**src/rtl/tag_pkg.sv**
```systemverilog
package tag_pkg;
  typedef enum logic [1:0] {
    SZ_1   = 2'd0,
    SZ_2   = 2'd1,
    SZ_4   = 2'd2,
    SZ_BAD = 2'd3
  } size_e;

  typedef enum logic [1:0] {
    RG_PLAIN = 2'd0,  // pix * bytes
    RG_STEN  = 2'd1,  // stencil plane of 32-bit depth tile
    RG_DEPTH = 2'd2   // 24-bit depth plane after stencil plane
  } region_e;

  localparam int unsigned TILE_DIM_LOG2 = 3;
  localparam int unsigned PIX_BITS      = 2 * TILE_DIM_LOG2;
  localparam int unsigned STEN_PLANE    = 1 << PIX_BITS;

  function automatic size_e decode_size(input logic [2:0] eb);
    case (eb)
      3'd1:    return SZ_1;
      3'd2:    return SZ_2;
      3'd4:    return SZ_4;
      default: return SZ_BAD;
    endcase
  endfunction
endpackage

```
**src/rtl/tag_pipe_reg.sv**
```systemverilog
module tag_pipe_reg #(
  parameter int unsigned W = 8
) (
  input  logic         clk_i,
  input  logic         rst_ni,
  input  logic         valid_i,
  output logic         ready_o,
  input  logic [W-1:0] data_i,
  output logic         valid_o,
  input  logic         ready_i,
  output logic [W-1:0] data_o
);
  logic         valid_q;
  logic [W-1:0] data_q;

  assign ready_o = !valid_q || ready_i;

  always_ff @(posedge clk_i or negedge rst_ni) begin
    if (!rst_ni) begin
      valid_q <= 1'b0;
      data_q  <= '0;
    end else if (ready_o) begin
      valid_q <= valid_i;
      if (valid_i) data_q <= data_i;
    end
  end

  assign valid_o = valid_q;
  assign data_o  = data_q;
endmodule

```
**src/rtl/tag_pix_index.sv**
```systemverilog
module tag_pix_index
  import tag_pkg::*;
(
  input  logic [2:0] x_lo_i,
  input  logic [2:0] y_lo_i,
  input  size_e      size_i,
  input  logic       depth_i,
  output logic [5:0] pix_o
);
  logic [2:0] x, y;
  assign x = x_lo_i;
  assign y = y_lo_i;

  always_comb begin
    if (depth_i) begin
      pix_o = {y[2], x[2], y[1], x[1], y[0], x[0]};
    end else begin
      case (size_i)
        SZ_1:    pix_o = {y[2], y[0], y[1], x[2], x[1], x[0]};
        SZ_2:    pix_o = {y[2], y[1], y[0], x[2], x[1], x[0]};
        SZ_4:    pix_o = {y[2], y[1], x[2], y[0], x[1], x[0]};
        default: pix_o = '0;
      endcase
    end
  end
endmodule

```
**src/rtl/tag_tile_index.sv**
```systemverilog
module tag_tile_index #(
  parameter int unsigned XW = 14,
  parameter int unsigned YW = 14,
  parameter int unsigned PW = 15,
  parameter int unsigned IW = 24
) (
  input  logic [XW-1:0] x_i,
  input  logic [YW-1:0] y_i,
  input  logic [PW-1:0] pitch_i,
  output logic [IW-1:0] tile_idx_o
);
  localparam int unsigned SH = tag_pkg::TILE_DIM_LOG2;

  logic [XW-SH-1:0] col;
  logic [YW-SH-1:0] row;
  logic [PW-SH-1:0] per_row;

  assign col     = x_i[XW-1:SH];
  assign row     = y_i[YW-1:SH];
  assign per_row = pitch_i[PW-1:SH];

  assign tile_idx_o = IW'(row) * IW'(per_row) + IW'(col);
endmodule

```
**src/rtl/tag_elem_offset.sv**
```systemverilog
module tag_elem_offset
  import tag_pkg::*;
#(
  parameter int unsigned IW = 24,
  parameter int unsigned OW = 32
) (
  input  logic [IW-1:0] tile_idx_i,
  input  logic [5:0]    pix_i,
  input  size_e         size_i,
  input  region_e       region_i,
  output logic [OW-1:0] offset_o
);
  logic [1:0]    sz_log2;
  logic [OW-1:0] tile_off;
  logic [OW-1:0] elem_off;

  assign sz_log2  = (size_i == SZ_BAD) ? 2'd0 : 2'(size_i);
  assign tile_off = OW'(tile_idx_i) << (PIX_BITS + 32'(sz_log2));

  always_comb begin
    case (region_i)
      RG_STEN:  elem_off = OW'(pix_i);
      RG_DEPTH: elem_off = OW'(STEN_PLANE) + OW'(pix_i) * OW'(3);
      default:  elem_off = OW'(pix_i) << sz_log2;
    endcase
  end

  assign offset_o = (size_i == SZ_BAD) ? '0 : tile_off + elem_off;
endmodule

```
**src/rtl/tile_addr_gen.sv**
```systemverilog
module tile_addr_gen
  import tag_pkg::*;
#(
  parameter int unsigned XW = 14,
  parameter int unsigned YW = 14,
  parameter int unsigned PW = 15,
  parameter int unsigned OW = 32
) (
  input  logic          clk_i,
  input  logic          rst_ni,
  input  logic          in_valid_i,
  output logic          in_ready_o,
  input  logic [XW-1:0] x_i,
  input  logic [YW-1:0] y_i,
  input  logic [2:0]    elem_bytes_i,
  input  logic [PW-1:0] pitch_i,
  input  logic          depth_i,
  input  logic          stencil_i,
  output logic          out_valid_o,
  input  logic          out_ready_i,
  output logic [OW-1:0] offset_o,
  output logic          err_o
);
  localparam int unsigned IW  = (YW - TILE_DIM_LOG2) + (PW - TILE_DIM_LOG2) + 1;
  localparam int unsigned S1W = IW + PIX_BITS + 2 + 2;
  localparam int unsigned S2W = OW + 1;

  typedef struct packed {
    logic [IW-1:0]       tile_idx;
    logic [PIX_BITS-1:0] pix;
    size_e               size;
    region_e             region;
  } s1_t;

  // stage 1: tile index multiply and pixel swizzle
  size_e         in_size;
  region_e       in_region;
  logic [5:0]    in_pix;
  logic [IW-1:0] in_tile_idx;
  s1_t           s1_d, s1_q;
  logic [S1W-1:0] s1_q_raw;
  logic          s1_valid, s1_ready;

  assign in_size = decode_size(elem_bytes_i);

  always_comb begin
    if (depth_i && in_size == SZ_4) in_region = stencil_i ? RG_STEN : RG_DEPTH;
    else                            in_region = RG_PLAIN;
  end

  tag_pix_index u_pix (
    .x_lo_i  (x_i[2:0]),
    .y_lo_i  (y_i[2:0]),
    .size_i  (in_size),
    .depth_i (depth_i),
    .pix_o   (in_pix)
  );

  tag_tile_index #(.XW(XW), .YW(YW), .PW(PW), .IW(IW)) u_tidx (
    .x_i        (x_i),
    .y_i        (y_i),
    .pitch_i    (pitch_i),
    .tile_idx_o (in_tile_idx)
  );

  assign s1_d = '{tile_idx: in_tile_idx, pix: in_pix, size: in_size, region: in_region};

  tag_pipe_reg #(.W(S1W)) u_s1 (
    .clk_i   (clk_i),
    .rst_ni  (rst_ni),
    .valid_i (in_valid_i),
    .ready_o (in_ready_o),
    .data_i  (s1_d),
    .valid_o (s1_valid),
    .ready_i (s1_ready),
    .data_o  (s1_q_raw)
  );
  assign s1_q = s1_t'(s1_q_raw);

  // stage 2: shift and add
  logic [OW-1:0]  s2_off;
  logic [S2W-1:0] s2_d, s2_q;

  tag_elem_offset #(.IW(IW), .OW(OW)) u_eoff (
    .tile_idx_i (s1_q.tile_idx),
    .pix_i      (s1_q.pix),
    .size_i     (s1_q.size),
    .region_i   (s1_q.region),
    .offset_o   (s2_off)
  );

  assign s2_d = {s1_q.size == SZ_BAD, s2_off};

  tag_pipe_reg #(.W(S2W)) u_s2 (
    .clk_i   (clk_i),
    .rst_ni  (rst_ni),
    .valid_i (s1_valid),
    .ready_o (s1_ready),
    .data_i  (s2_d),
    .valid_o (out_valid_o),
    .ready_i (out_ready_i),
    .data_o  (s2_q)
  );

  assign err_o    = s2_q[OW];
  assign offset_o = s2_q[OW-1:0];
endmodule

```
**config.mk**
```make
export PLATFORM = sky130hd
export DESIGN_NAME = tile_addr_gen
export DESIGN_NICKNAME = d
export VERILOG_FILES = /design/src/rtl/tag_pkg.sv /design/src/rtl/tag_pipe_reg.sv /design/src/rtl/tag_pix_index.sv /design/src/rtl/tag_tile_index.sv /design/src/rtl/tag_elem_offset.sv /design/src/rtl/tile_addr_gen.sv
export SDC_FILE = /design/constraint.sdc
export NUM_CORES = 1
export LEC_CHECK = 0
export ABC_CLOCK_PERIOD_IN_PS = 3700
export BUFFER_PORTS_ARGS = -buffer_cell sky130_fd_sc_hd__buf_2
export CAP_MARGIN = 20
export CORE_MARGIN = 3
export CORE_UTILIZATION = 40
export CTS_CLUSTER_SIZE = 8
export DETAILED_ROUTE_END_ITERATION = 10
export HOLD_SLACK_MARGIN = 0.06
export SLEW_MARGIN = 20
export SYNTH_ARGS = -nofsm -noshare
export SYNTH_HDL_FRONTEND = slang
export SYNTH_SLANG_ARGS = --single-unit
```
**constraint.sdc**
```tcl
create_clock -name clk_i -period 3.7 [get_ports clk_i]
set_clock_uncertainty 0.05 [all_clocks]
set_input_delay 0.555 -clock clk_i [delete_from_list [all_inputs] [get_ports clk_i]]
set_output_delay 0.555 -clock clk_i [all_outputs]
set_load 0.005 [all_outputs]
```
## Word level (Yosys, flattened, before mapping)

Index checks and enable logic that the tools add are counted.

- Register bits: 69
- Latch bits: 0
- RAM bits: 0
- Bits in read-only memories: 0
- Input port bits: 52
- Output and inout port bits: 35
- Memories kept: 0

- Add/subtract/negate cells: 4
- Multiply operators: 2
- Div/mod/pow operators: 0
- $lt $le $gt $ge: 0
- Eq/ne operators: 8
- Shifts and indexed selects: 2
- Multiplexer cells: 8
- Bitwise logic cells: 0
- Reduce and logical (&&, ||, !) cells: 8

Operators by type and width:

| operator | number |
|---|---|
| 32-bit case mux with 2 select lines | 1 |
| 32-bit adder | 1 |
| 32-bit 2-to-1 mux | 1 |
| 24-bit by 32-bit << shifter with 32-bit output | 1 |
| 6-bit by 2-bit << shifter with 32-bit output | 1 |
| 23-bit by 11-bit adder with 24-bit output | 1 |
| 11-bit by 12-bit multiplier with 23-bit output | 1 |
| 6-bit case mux with 3 select lines | 1 |
| 7-bit by 8-bit adder with 9-bit output (first input constant) | 1 |
| 6-bit by 2-bit multiplier with 8-bit output (second input constant) | 1 |
| 2-bit == test (second input constant) | 3 |
| 2-bit 2-to-1 mux | 3 |
| 6-bit 2-to-1 mux | 1 |
| 2-bit case mux with 3 select lines | 1 |
| 3-bit by 2-bit adder with 4-bit output (first input constant) | 1 |
| 2-bit by 1-bit == test with 1-bit output (second input constant) | 2 |
| 2-bit AND reduction | 2 |
| 3-bit by 1-bit == test with 1-bit output (second input constant) | 1 |
| 3-bit by 2-bit == test with 1-bit output (second input constant) | 1 |
| 3-bit == test (second input constant) | 1 |
| 1-bit zero test | 2 |
| 2-bit zero test | 1 |
| 1-bit logical OR | 2 |
| 1-bit logical AND | 1 |

## Depth between registers and ports, before layout

Gate-level depths: netlist of the first run.

- Depth after elaboration: 6
- Gate-level depth with buffers: 19
- Mapped depth without buffers: 18

## Hierarchy

From an unflattened synthesis of the first run, not the netlist that was laid out.

- Cells, all modules: 1134
- Area total of the unflattened synthesis: 10627.7 um2

Modules (own cells, without submodules):

| module | times used | cells each | area each (um2) |
|---|---|---|---|
| tag_tile_index | 1 | 572 | 4830.9 |
| tag_elem_offset | 1 | 385 | 2708.8 |
| tag_pipe_reg (u_s1) | 1 | 75 | 1463.9 |
| tag_pipe_reg (u_s2) | 1 | 73 | 1427.6 |
| tag_pix_index | 1 | 21 | 135.1 |
| tile_addr_gen | 1 | 8 | 61.3 |

## Worst setup path before layout of the first run

Ideal clock, no wire load.

- Path type: input -> register
- Start: input port y_i[10]
- End: register u_s1.data_q[33] (netlist: u_s1.data_o[33])
- Arrival: 5181 ps
- Required time: 3581 ps
- Setup slack: -1601 ps
- Stages: 17
- Cell sequence: clkbuf_1 -> and2_1 -> fa_1 -> inv_1 -> fa_1 -> inv_1 -> fa_1 -> fa_1 -> inv_1 -> fa_1 -> inv_1 -> ha_1 -> nand4_1 -> a311oi_1 -> o211ai_1 -> a2111o_1 -> nand3_1

- Cells in the longest elaborated chain, start to end: 2

Ends and longest elaborated chain:

| what | line | text |
|---|---|---|
| from (decl) | tile_addr_gen.sv:14 | `input logic [YW-1:0] y_i,` |
| 11-bit by 12-bit multiplier with 23-bit output | tag_tile_index.sv:22 | `assign tile_idx_o = IW'(row) * IW'(per_row) + IW'(col);` |
| 23-bit by 11-bit adder with 24-bit output | tag_tile_index.sv:22 |  |
| to (signal assigned) | tag_pipe_reg.sv:24 | `if (valid_i) data_q <= data_i;` |
| to (decl) | tag_pipe_reg.sv:14 | `logic [W-1:0] data_q;` |

No other way between the ends.
A chain may end at the register's enable or synchronous reset.

## Worst setup path after layout of the first run

Ends and elaborated chain as after synthesis.

==> results.tsv, run 1 <==
stage	metric	value	unit
status	status	finished, violations left	
status	failing checks	negative setup slack	
floorplanning	Core ar.	24500	um2
sta	fmax	0.208	GHz
pwr	Internal	5.54	mW
sta	Setup violations, final	19	
clock_network	clk root buf	clkbuf_16	
placed_design	DP Worst Slack	-1570	ps
clock_network	Clock Pin Slew Worst Setup and Hold Paths	50	ps
synth	Top FF cell, synth	dfrtp_1	
routing	Post-Route WL	25900	um
worst_setup_path	CP startpoint	y_i[10]	
layout	final core occ	0.535	
synth	Synth top area share	0.205	
synth	number of flops mapped to enable cells by yosys	0	
worst_hold_path	HP Class	in2async	
worst_setup_path	CP most frequent cell	fa_1	
layout	antenna diode count	0	
pwr	combinational fraction of design power	0.781	
grt	vias in the first global route	8470	
placed_design	RD Place Congestion	0.862	
worst_setup_path	Worst R2R Start	u_s1.data_o[6]	
floorplanning	initial core utilization	0.410	
worst_setup_path	Crit Path Max Fanout	5	
worst_setup_path	slowest stage cell, crit path	fa_1	
synth	Async SR Flop Fraction	1.00	
synth	Post-Syn Instances	1197	
pwr	Sw Ratio	0.447	
grt	first-pass GRT wire length	42200	um
floorplanning	floorplan row count	57	
worst_setup_path	Setup CP Type	in2reg	
synth	post-synthesis sequential area ratio	0.172	
routing	WL/cell	15.1	um
worst_setup_path	crit-path cells	buf_12 -> and2_4 -> fa_1 -> inv_1 -> fa_1 -> inv_1 -> fa_1 -> fa_1 -> inv_1 -> fa_1 -> inv_2 -> ha_4 -> nand4_1 -> a311oi_2 -> o211ai_1 -> a2111o_1 -> nand3_2	
worst_setup_path	CP max stage delay	560	ps
sta	Setup TNS Final	-13750	ps
synth	Yosys reg bits	69	
pwr	Net Sw Power	4.48	mW
synth	Synth area leaders	fa_1 (20%), dfrtp_1 (17%), ha_1 (11%)	
sta	Final Critical Period	4800	ps
sta	worst-margin pin slew	743	ps
sta	period utilization	1.30	
floorplanning	chip width	165	um
pwr	Flop pwr share	0.132	
worst_setup_path	Critical path buffers and inverters	5	
layout	commonest non-fill, non-tap cell in the layout	inv_1	
synth	mean area per synthesized cell	8.41	um2
routing	Vias/cell	5.14	
worst_setup_path	Worst R2R Path Depth	16	
clock_network	TritonCTS Buffers	9	
worst_setup_path	crit path capture type	flip-flop	
sta	Slew headroom	0.503	
worst_setup_path	critical path startpoint category	input pin	
synth	unique cell type count in the Yosys netlist	77	
grt	total grt overflow	0	
placed_design	number of port buffers	83	
floorplanning	Die ar.	27100	um2
worst_setup_path	delay-heaviest family, CP	adder cells	
worst_setup_path	Worst Path Arrival	5020	ps
sta	RSZ-0062 raised after global routing	true	
grt	Tot GR Track Use	0.189	
worst_setup_path	Worst EP required	3920	ps
layout	Final nets	1636	
clock_network	cts hold-fix bufs	0	
clock_network	CTS tree	done	
layout	commonest cells after routing, fill and taps aside	inv_1 (159), nand2_1 (156), buf_4 (132), fa_1 (94), dfrtp_1 (65)	
pwr	Power Density	764	nW/um2
clock_network	clk_lat worst skew	340	ps
layout	area delta synth->final	30.4	%
clock_network	H-tree depth	3	
clock_network	Sink Count	69	
pwr	LEAKAGE	6.46	nW
synth	synthesis warning total	0	
sta	final hold vios	0	
pwr	Clk pwr share	0.087	
routing	iteration count of the initial detailed-routing pass	5	
worst_setup_path	internal reg-to-reg setup slack	-20	ps
routing	residual DRC count	0	
clock_network	CTS max path bufs	2	
floorplanning	chip height	165	um
sta	Max Slew Vio Count	0	
synth	Synth area leader	fa_1	
job	Max Cap Violations	0	
routing	drt initial violations	446	
grt	largest net degree at the start of global routing	53	
sta	setup ws final	-1100	ps
worst_setup_path	Crit Reg-Reg Endpoint	u_s2.data_o[20]	
routing	vias	8853	
floorplanning	total I/O pin count	87	
pwr	Final Power	10.0	mW
grt	initial antenna violation count	0	
placed_design	Post-DP HPWL	20600	um
routing	Post-DRT Antenna Nets	0	
layout	layout cells sized above 1	0.295	
synth	Netlist Area Pre-Place	10100	um2
pwr	Max VDD drop	0.640	mV
-- final cells by class --
cell class	instances	area, um2
well taps	324	405
multi-input cells	902	8140
repair buffers	240	1890
fillers	2240	11400
flip-flops and latches	69	1730
clock buffers	11	253
inverters	172	646
clock inverters	4	47.5
-- layer usage --
| layer | routed length (um) | up-vias | track usage |
|---|---|---|---|
| li1 | - | 4402 | - |
| met1 | 12400 | 4250 | 0.270 |
| met2 | 12300 | 173 | 0.311 |
| met3 | 851 | 28 | 0.0176 |
| met4 | 409 | 0 | 0.0454 |
| met5 | 0 | - | 0 |
-- kinds of logic after synthesis --
| group | count (synthesis) | share of synthesized area |
|---|---|---|
| buffers and inverters | 232 | 0.0931 |
| and+or+nand+nor | 395 | 0.196 |
| other | 2 | 0.000746 |
| AOI/OAI and AO/OA | 244 | 0.160 |
| DFF | 69 | 0.172 |
| xor gates and xnor gates | 23 | 0.0200 |
| adders and majority gates | 190 | 0.313 |
| muxes | 42 | 0.0456 |
-- metrics by stage --
step | hold WS (ps) | std cells | area [um2]
after CTS | 186 | 1705 | 12600
after floorplan | 209 | 1202 | 10600
after global placement | 406 | 1677 | 11800
after global routing | 215 | 1722 | 13100
final | 176 | 1722 | 13100
after detailed placement | 415 | 1677 | 11800
-- Yosys cell counts, types with 8 or more instances --
master,number
nor3b_1,8
and3_1,8
o31ai_1,17
o21ai_0,78
a21o_1,11
nand3_1,22
nor3_1,14
fa_1,103
a21oi_1,44
clkbuf_1,46
dfrtp_1,69
nand2b_1,23
and2_1,59
a31oi_1,8
xnor2_1,16
o211ai_1,14
mux2i_1,33
nand2_1,170
inv_1,172
ha_1,87
nor2b_1,11
nor2_1,40
-- power groups by stage --
stage	combinational (mW)	clock (mW)	sequential, mW
CTS	7.07	0.890	1.32
detailed placement	6.50	0	1.33
global placement	6.45	0	1.33
global route	8.72	0.925	1.37
finish	7.83	0.869	1.32
floorplan	4.43	0	1.25
-- repair_timing --
item,4_1_cts,5_1_grt
setup buffers,14,18
cloned,0,2
gates resized for setup,89,99
setup endpoints to repair,29,38
pin swaps,48,78
-- state kept, by name (all words and copies together) (netlist names) --
name / count
u_s1.data_o: 34
u_s2.data_o: 33
u_s1.valid_o: 1
u_s2.valid_o: 1
-- how the worst max path moves through the flow --
stage	cells past startpoint	endpoint	slack [ps]
global route	18	u_s1.data_o[27]	-1240
global placement	16	u_s1.data_o[33]	-1500
CTS	17	u_s1.data_o[33]	-1100
detailed placement	16	u_s1.data_o[31]	-1570
finish	17	u_s1.data_o[33]	-1100
floorplan	17	u_s1.data_o[33]	-1230
(Power assumes the default switching activity.)
==> run 2: changes to the inputs <==
--- a/config.mk
+++ b/config.mk
@@ -13,6 +13,7 @@
 export CTS_CLUSTER_SIZE = 8
 export DETAILED_ROUTE_END_ITERATION = 10
 export HOLD_SLACK_MARGIN = 0.06
+export SETUP_SLACK_MARGIN = 0.1
 export SLEW_MARGIN = 20
 export SYNTH_ARGS = -nofsm -noshare
 export SYNTH_HDL_FRONTEND = slang
==> run 2 against run 1 <==
Effect of this change:
- the flow still finishes with violations (negative setup slack)
- register-to-register slack better by 60 ps
- via count is 1.3% lower
- core utilization hardly changed
- worst hold slack better by 180 ps
- setup slack better by 37 ps
- global-route usage is 0.13 points higher
- maximum frequency is 0.78% higher
- critical path depth stayed put
- die area stayed put
- combinational power is 1% higher
- wire length is 3.0% lower
- largest cell class unchanged
- highest routed layer unchanged
==> results.tsv, run 2 (same netlist as run 1, synthesis figures left out) <==
stage	metric	value	unit
sta	Max Slew Vio Count	0	
routing	residual DRC count	0	
pwr	LEAKAGE	6.48	nW
clock_network	H-tree depth	3	
sta	RSZ-0062 raised after global routing	true	
grt	vias in the first global route	8592	
layout	layout cells sized above 1	0.296	
worst_setup_path	Crit Path Max Fanout	5	
job	Max Cap Violations	0	
status	status	finished, violations left	
pwr	Power Density	783	nW/um2
grt	first-pass GRT wire length	42500	um
sta	Final Critical Period	4760	ps
sta	fmax	0.210	GHz
worst_setup_path	Worst Path Arrival	4980	ps
worst_setup_path	CP max stage delay	550	ps
clock_network	TritonCTS Buffers	9	
sta	setup ws final	-1060	ps
worst_setup_path	Worst EP required	3920	ps
worst_setup_path	CP most frequent cell	fa_1	
floorplanning	Core ar.	24500	um2
layout	fillers	2288	
sta	Slew headroom	0.405	
sta	Setup TNS Final	-13330	ps
routing	WL/cell	14.7	um
routing	Post-DRT Antenna Nets	0	
routing	Vias/cell	5.10	
placed_design	Placed Cells incl. Taps	1672	
floorplanning	floorplan row count	57	
grt	largest net degree at the start of global routing	70	
layout	non-filler cells, final	1715	
sta	Hold Slack	354	ps
placed_design	Post-DP HPWL	20200	um
layout	number of flip-flops in the largest register	34	
sta	Setup violations, final	17	
worst_setup_path	critical path startpoint category	input pin	
clock_network	CTS max path bufs	2	
routing	Post-Route WL	25200	um
layout	Final nets	1627	
clock_network	Sink Count	69	
grt	initial antenna violation count	1	
routing	iteration count of the initial detailed-routing pass	4	
clock_network	Clock Pin Slew Worst Setup and Hold Paths	60	ps
routing	drt initial violations	445	
floorplanning	initial core utilization	0.410	
worst_hold_path	HP Class	in2reg	
layout	area delta synth->final	30.3	%
worst_setup_path	slowest stage cell, crit path	fa_1	
clock_network	clk root buf	clkbuf_16	
clock_network	clk_lat worst skew	340	ps
sta	period utilization	1.29	
pwr	Max VDD drop	0.572	mV
layout	final core occ	0.534	
floorplanning	total I/O pin count	87	
sta	worst-margin pin slew	893	ps
floorplanning	chip width	165	um
placed_design	RD Place Congestion	0.868	
layout	commonest cells after routing, fill and taps aside	inv_1 (158), nand2_1 (154), buf_4 (124), fa_1 (94), ha_1 (69)	
sta	final hold vios	0	
worst_setup_path	crit-path cells	buf_12 -> buf_6 -> nand2_2 -> fa_1 -> inv_1 -> fa_1 -> fa_1 -> fa_1 -> inv_1 -> fa_1 -> inv_2 -> ha_4 -> nand4_1 -> a311oi_2 -> o211ai_1 -> a2111o_1 -> nand3_2	
worst_setup_path	Setup CP Type	in2reg	
worst_setup_path	crit path capture type	flip-flop	
grt	total grt overflow	0	
routing	vias	8738	
floorplanning	Die ar.	27100	um2
placed_design	DP Worst Slack	-1560	ps
status	failing checks	negative setup slack	
clock_network	CTS tree	done	
placed_design	number of port buffers	83	
layout	commonest non-fill, non-tap cell in the layout	inv_1	
grt	Tot GR Track Use	0.191	
floorplanning	chip height	165	um
-- run 2: repair_timing --
item                                    in CTS  in global routing
hold buffers                                 0                  0
hold endpoints to repair                     0                  0
resized for setup                          120                 75
endpoints found under the setup margin      32                 35
setup buffers                               16                 13
pin swaps                                   58                 74
cloned                                       1                  1
-- run 2: metrics by stage --
stage	instance area [um2]	power (mW)
after CTS	12700	9.65
final	13100	10.3
after detailed placement	11800	7.85
after floorplan	10600	5.68
after global placement	11800	7.74
after global routing	13100	11.2
-- run 2: report_power, final --
part	switching (mW)	internal [mW]
Sequential	0.304	1.02
Combinational	3.93	4.00
Clock	0.329	0.675
-- run 2: routing by layer --
layer	GRT usage	vias to the layer above	wire [um]
met4	0.0499	0	428
met1	0.271	4196	12200
met2	0.309	143	11700
met3	0.0226	25	825
li1	-	4374	-
met5	0	-	0
-- run 2: worst max-delay path: cells and delay by family --
| family | cells | cell delay (ps) |
|---|---|---|
| simple gates | 3 | 270 |
| buf+inv | 5 | 330 |
| compound gates | 3 | 1040 |
| fa+ha+maj | 6 | 2780 |
-- run 2: area by class of cell --
cell class / count / area, um2 / share of cell area
Tap cell: 324 / 405 / 0.0309
Sequential cell: 69 / 1730 / 0.132
Clock inverter: 6 / 110 / 0.00840
Timing Repair Buffer: 231 / 1800 / 0.137
Clock buffer: 10 / 239 / 0.0182
Inverter: 172 / 646 / 0.0492
Antenna cell: 1 / 2.50 / 0.000191
Multi-Input combinational cell: 902 / 8180 / 0.624
-- run 2: worst paths after layout --
kind / startpoint / end / slack (ps) / cells past startpoint
max reg2reg: u_s1.data_o[7] / u_s2.data_o[26] / 40 / 16
max: pitch_i[8] / u_s1.data_o[31] / -1060 / 17
min in group asynchronous: rst_ni / u_s2.data_o[2] / 370 / 2
max in group asynchronous: rst_ni / u_s1.data_o[2] / 2620 / 2
min reg2reg: u_s2.data_o[8] / u_s2.data_o[8] / 420 / 2
min: stencil_i / u_s1.data_o[1] / 350 / 2
==> run 3: changes to the inputs <==
--- a/config.mk
+++ b/config.mk
@@ -5,9 +5,9 @@
 export SDC_FILE = /design/constraint.sdc
 export NUM_CORES = 1
 export LEC_CHECK = 0
+export ABC_AREA = 1
 export ABC_CLOCK_PERIOD_IN_PS = 3700
 export BUFFER_PORTS_ARGS = -buffer_cell sky130_fd_sc_hd__buf_2
-export CAP_MARGIN = 20
 export CORE_MARGIN = 3
 export CORE_UTILIZATION = 40
 export CTS_CLUSTER_SIZE = 8
==> run 3 against run 2 <==
Effect of this change:
- the run still ends with negative setup slack left
- sequential share of layout area is 0.27 points lower
- cell area up 2.1%
- clock-buffer cell count did not move
- sequential power down 5%
- largest cell class unchanged
- register-to-register slack better by 260 ps
- total power up 19%
- synthesized area increased by 0.44%
- final cell count increased by 17%
- synthesized cell count up 24%
==> results.tsv, run 3 <==
stage	metric	value	unit
clock_network	cts hold-fix bufs	0	
layout	commonest non-fill, non-tap cell in the layout	nand2_1	
worst_setup_path	Worst EP required	3840	ps
clock_network	clk root buf	clkbuf_16	
worst_setup_path	delay-heaviest family, CP	adder cells	
clock_network	CTS tree	done	
clock_network	Sink Count	69	
synth	post-synthesis sequential area ratio	0.171	
worst_setup_path	crit path capture type	flip-flop	
worst_hold_path	HP Class	in2reg	
sta	final hold vios	0	
grt	vias in the first global route	9328	
placed_design	Post-DP HPWL	21300	um
worst_setup_path	Setup CP Type	in2reg	
layout	Final nets	1921	
floorplanning	Core ar.	24600	um2
worst_setup_path	CP most frequent cell	fa_1	
placed_design	RD Place Congestion	0.900	
routing	drt initial violations	458	
synth	number of flops mapped to enable cells by yosys	0	
pwr	LEAKAGE	7.38	nW
sta	Hold Slack	364	ps
synth	mean area per synthesized cell	6.79	um2
grt	Tot GR Track Use	0.198	
synth	Yosys reg bits	69	
pwr	Max VDD drop	0.855	mV
synth	Synth area leaders	fa_1 (20%), nand2_1 (17%), dfrtp_1 (17%)	
layout	fillers	2390	
routing	Post-Route WL	27000	um
synth	Synth area leader	fa_1	
job	Max Cap Violations	0	
synth	Netlist Area Pre-Place	10100	um2
status	failing checks	negative setup slack	
worst_setup_path	Worst Path Arrival	4570	ps
placed_design	number of port buffers	83	
routing	WL/cell	13.5	um
worst_setup_path	Crit Path Max Fanout	5	
routing	vias	9625	
worst_setup_path	critical path startpoint category	input pin	
synth	Synth top area share	0.204	
routing	Vias/cell	4.79	
floorplanning	floorplan row count	57	
synth	most common cell in the netlist	nand2_1	
sta	Final Critical Period	4430	ps
grt	total grt overflow	0	
sta	Setup violations, final	18	
worst_setup_path	slowest stage cell, crit path	fa_1	
synth	most common library cells after synthesis	nand2_1 (467), inv_1 (303), nand3_1 (114)	
sta	worst-margin pin slew	884	ps
sta	Max Slew Vio Count	0	
pwr	Power Density	909	nW/um2
layout	commonest cells after routing, fill and taps aside	nand2_1 (418), inv_1 (275), buf_4 (119), nand3_1 (103), fa_1 (93)	
grt	largest net degree at the start of global routing	70	
synth	Post-Syn Instances	1488	
layout	layout cells sized above 1	0.257	
layout	antenna diode count	0	
floorplanning	total I/O pin count	87	
pwr	Final Power	12.2	mW
synth	Top FF cell, synth	dfrtp_1	
grt	first-pass GRT wire length	44500	um
clock_network	CTS max path bufs	2	
layout	number of flip-flops in the largest register	34	
synth	unique cell type count in the Yosys netlist	45	
clock_network	TritonCTS Buffers	9	
worst_setup_path	Critical path buffers and inverters	5	
clock_network	clk_lat worst skew	340	ps
floorplanning	initial core utilization	0.411	
grt	initial antenna violation count	0	
sta	Slew headroom	0.410	
routing	iteration count of the initial detailed-routing pass	5	
sta	RSZ-0062 raised after global routing	true	
floorplanning	chip height	165	um
clock_network	Clock Pin Slew Worst Setup and Hold Paths	60	ps
sta	period utilization	1.20	
sta	setup ws final	-727	ps
sta	fmax	0.226	GHz
routing	residual DRC count	0	
status	status	finished, violations left	
routing	Post-DRT Antenna Nets	0	
synth	Async SR Flop Fraction	1.00	
worst_setup_path	crit-path cells	buf_8 -> buf_4 -> nand2_1 -> fa_1 -> fa_1 -> inv_1 -> fa_1 -> fa_1 -> inv_2 -> fa_1 -> inv_2 -> ha_4 -> nand2_4 -> nor4_4 -> a21oi_2 -> or2_4 -> nand3_2 -> o21ai_1	
floorplanning	Die ar.	27200	um2
floorplanning	chip width	165	um
layout	area delta synth->final	32.5	%
synth	synthesis warning total	0	
clock_network	H-tree depth	3	
worst_setup_path	CP max stage delay	530	ps
-- run 3: changes by cell type in the layout (fill, tap and decap cells not counted), moves of 33 or more --
cell	change
inv_1	+117
and2_1	-46
mux2i_1	-33
nand3_1	+86
nor2_1	+34
nand2_1	+264
-- run 3: report_power, final --
part	internal (mW)	switching [mW]
registers	1.05	0.209
clock network	0.589	0.335
logic	4.77	5.22
-- run 3: final timing paths --
kind,startpoint,endpoint,slack (ps),cells past startpoint
min,stencil_i,u_s1.data_o[1],360,2
min in group asynchronous,rst_ni,u_s2.data_o[6],370,2
max reg2reg,u_s1.data_o[6],u_s2.data_o[31],300,19
min reg2reg,u_s2.data_o[24],u_s2.data_o[24],420,2
max,pitch_i[11],u_s1.data_o[25],-730,18
max in group asynchronous,rst_ni,u_s1.data_o[7],2610,2
-- run 3: cell type report --
type / count / area (um2) / area share
clock buffers: 10 / 229 / 0.0171
flip-flops and latches: 69 / 1730 / 0.129
repair buffers: 226 / 1900 / 0.142
well taps: 324 / 405 / 0.0303
clock inverters: 6 / 87.6 / 0.00654
multi-input cells: 1064 / 7880 / 0.588
inverters: 309 / 1160 / 0.0870
-- run 3: cell families after synthesis --
kind of cell	after synthesis	share of synthesized area
adder cells (fa/ha/maj)	190	0.312
AO/OA/AOI/OAI	151	0.0825
buffers and inverters	361	0.139
other	2	0.000743
flip-flops	69	0.171
AND/OR/NAND/NOR	705	0.286
XOR/XNOR	10	0.00867
-- run 3: timing repair --
| item | in CTS | in global routing |
|---|---|---|
| cloned | 1 | 3 |
| buffers inserted | 16 | 21 |
| pin swaps | 39 | 73 |
| resized for setup | 121 | 107 |
| setup endpoints to repair | 19 | 41 |
-- run 3: stage by stage --
| step | setup slack, ps | setup TNS (ps) | cell area, um2 | util | instances |
|---|---|---|---|---|---|
| floorplan | -833 | -11420 | 10800 | - | 1493 |
| global placement | -1370 | -19420 | 11900 | 0.483 | 1952 |
| detailed placement | -1300 | -20190 | 11900 | 0.483 | 1952 |
| CTS | -803 | -10660 | 12800 | 0.520 | 1984 |
| global route | -850 | -12270 | 13400 | 0.544 | 2008 |
| finish | -727 | -9750 | 13400 | 0.544 | 2008 |
-- run 3: metal layers --
layer  vias to the layer above  GRT usage  share of wire
li1                       4927          -              -
met1                      4465      0.276           0.47
met2                       197      0.335           0.47
met3                        36     0.0178          0.036
met4                         0     0.0457          0.021
met5                         -          0              0
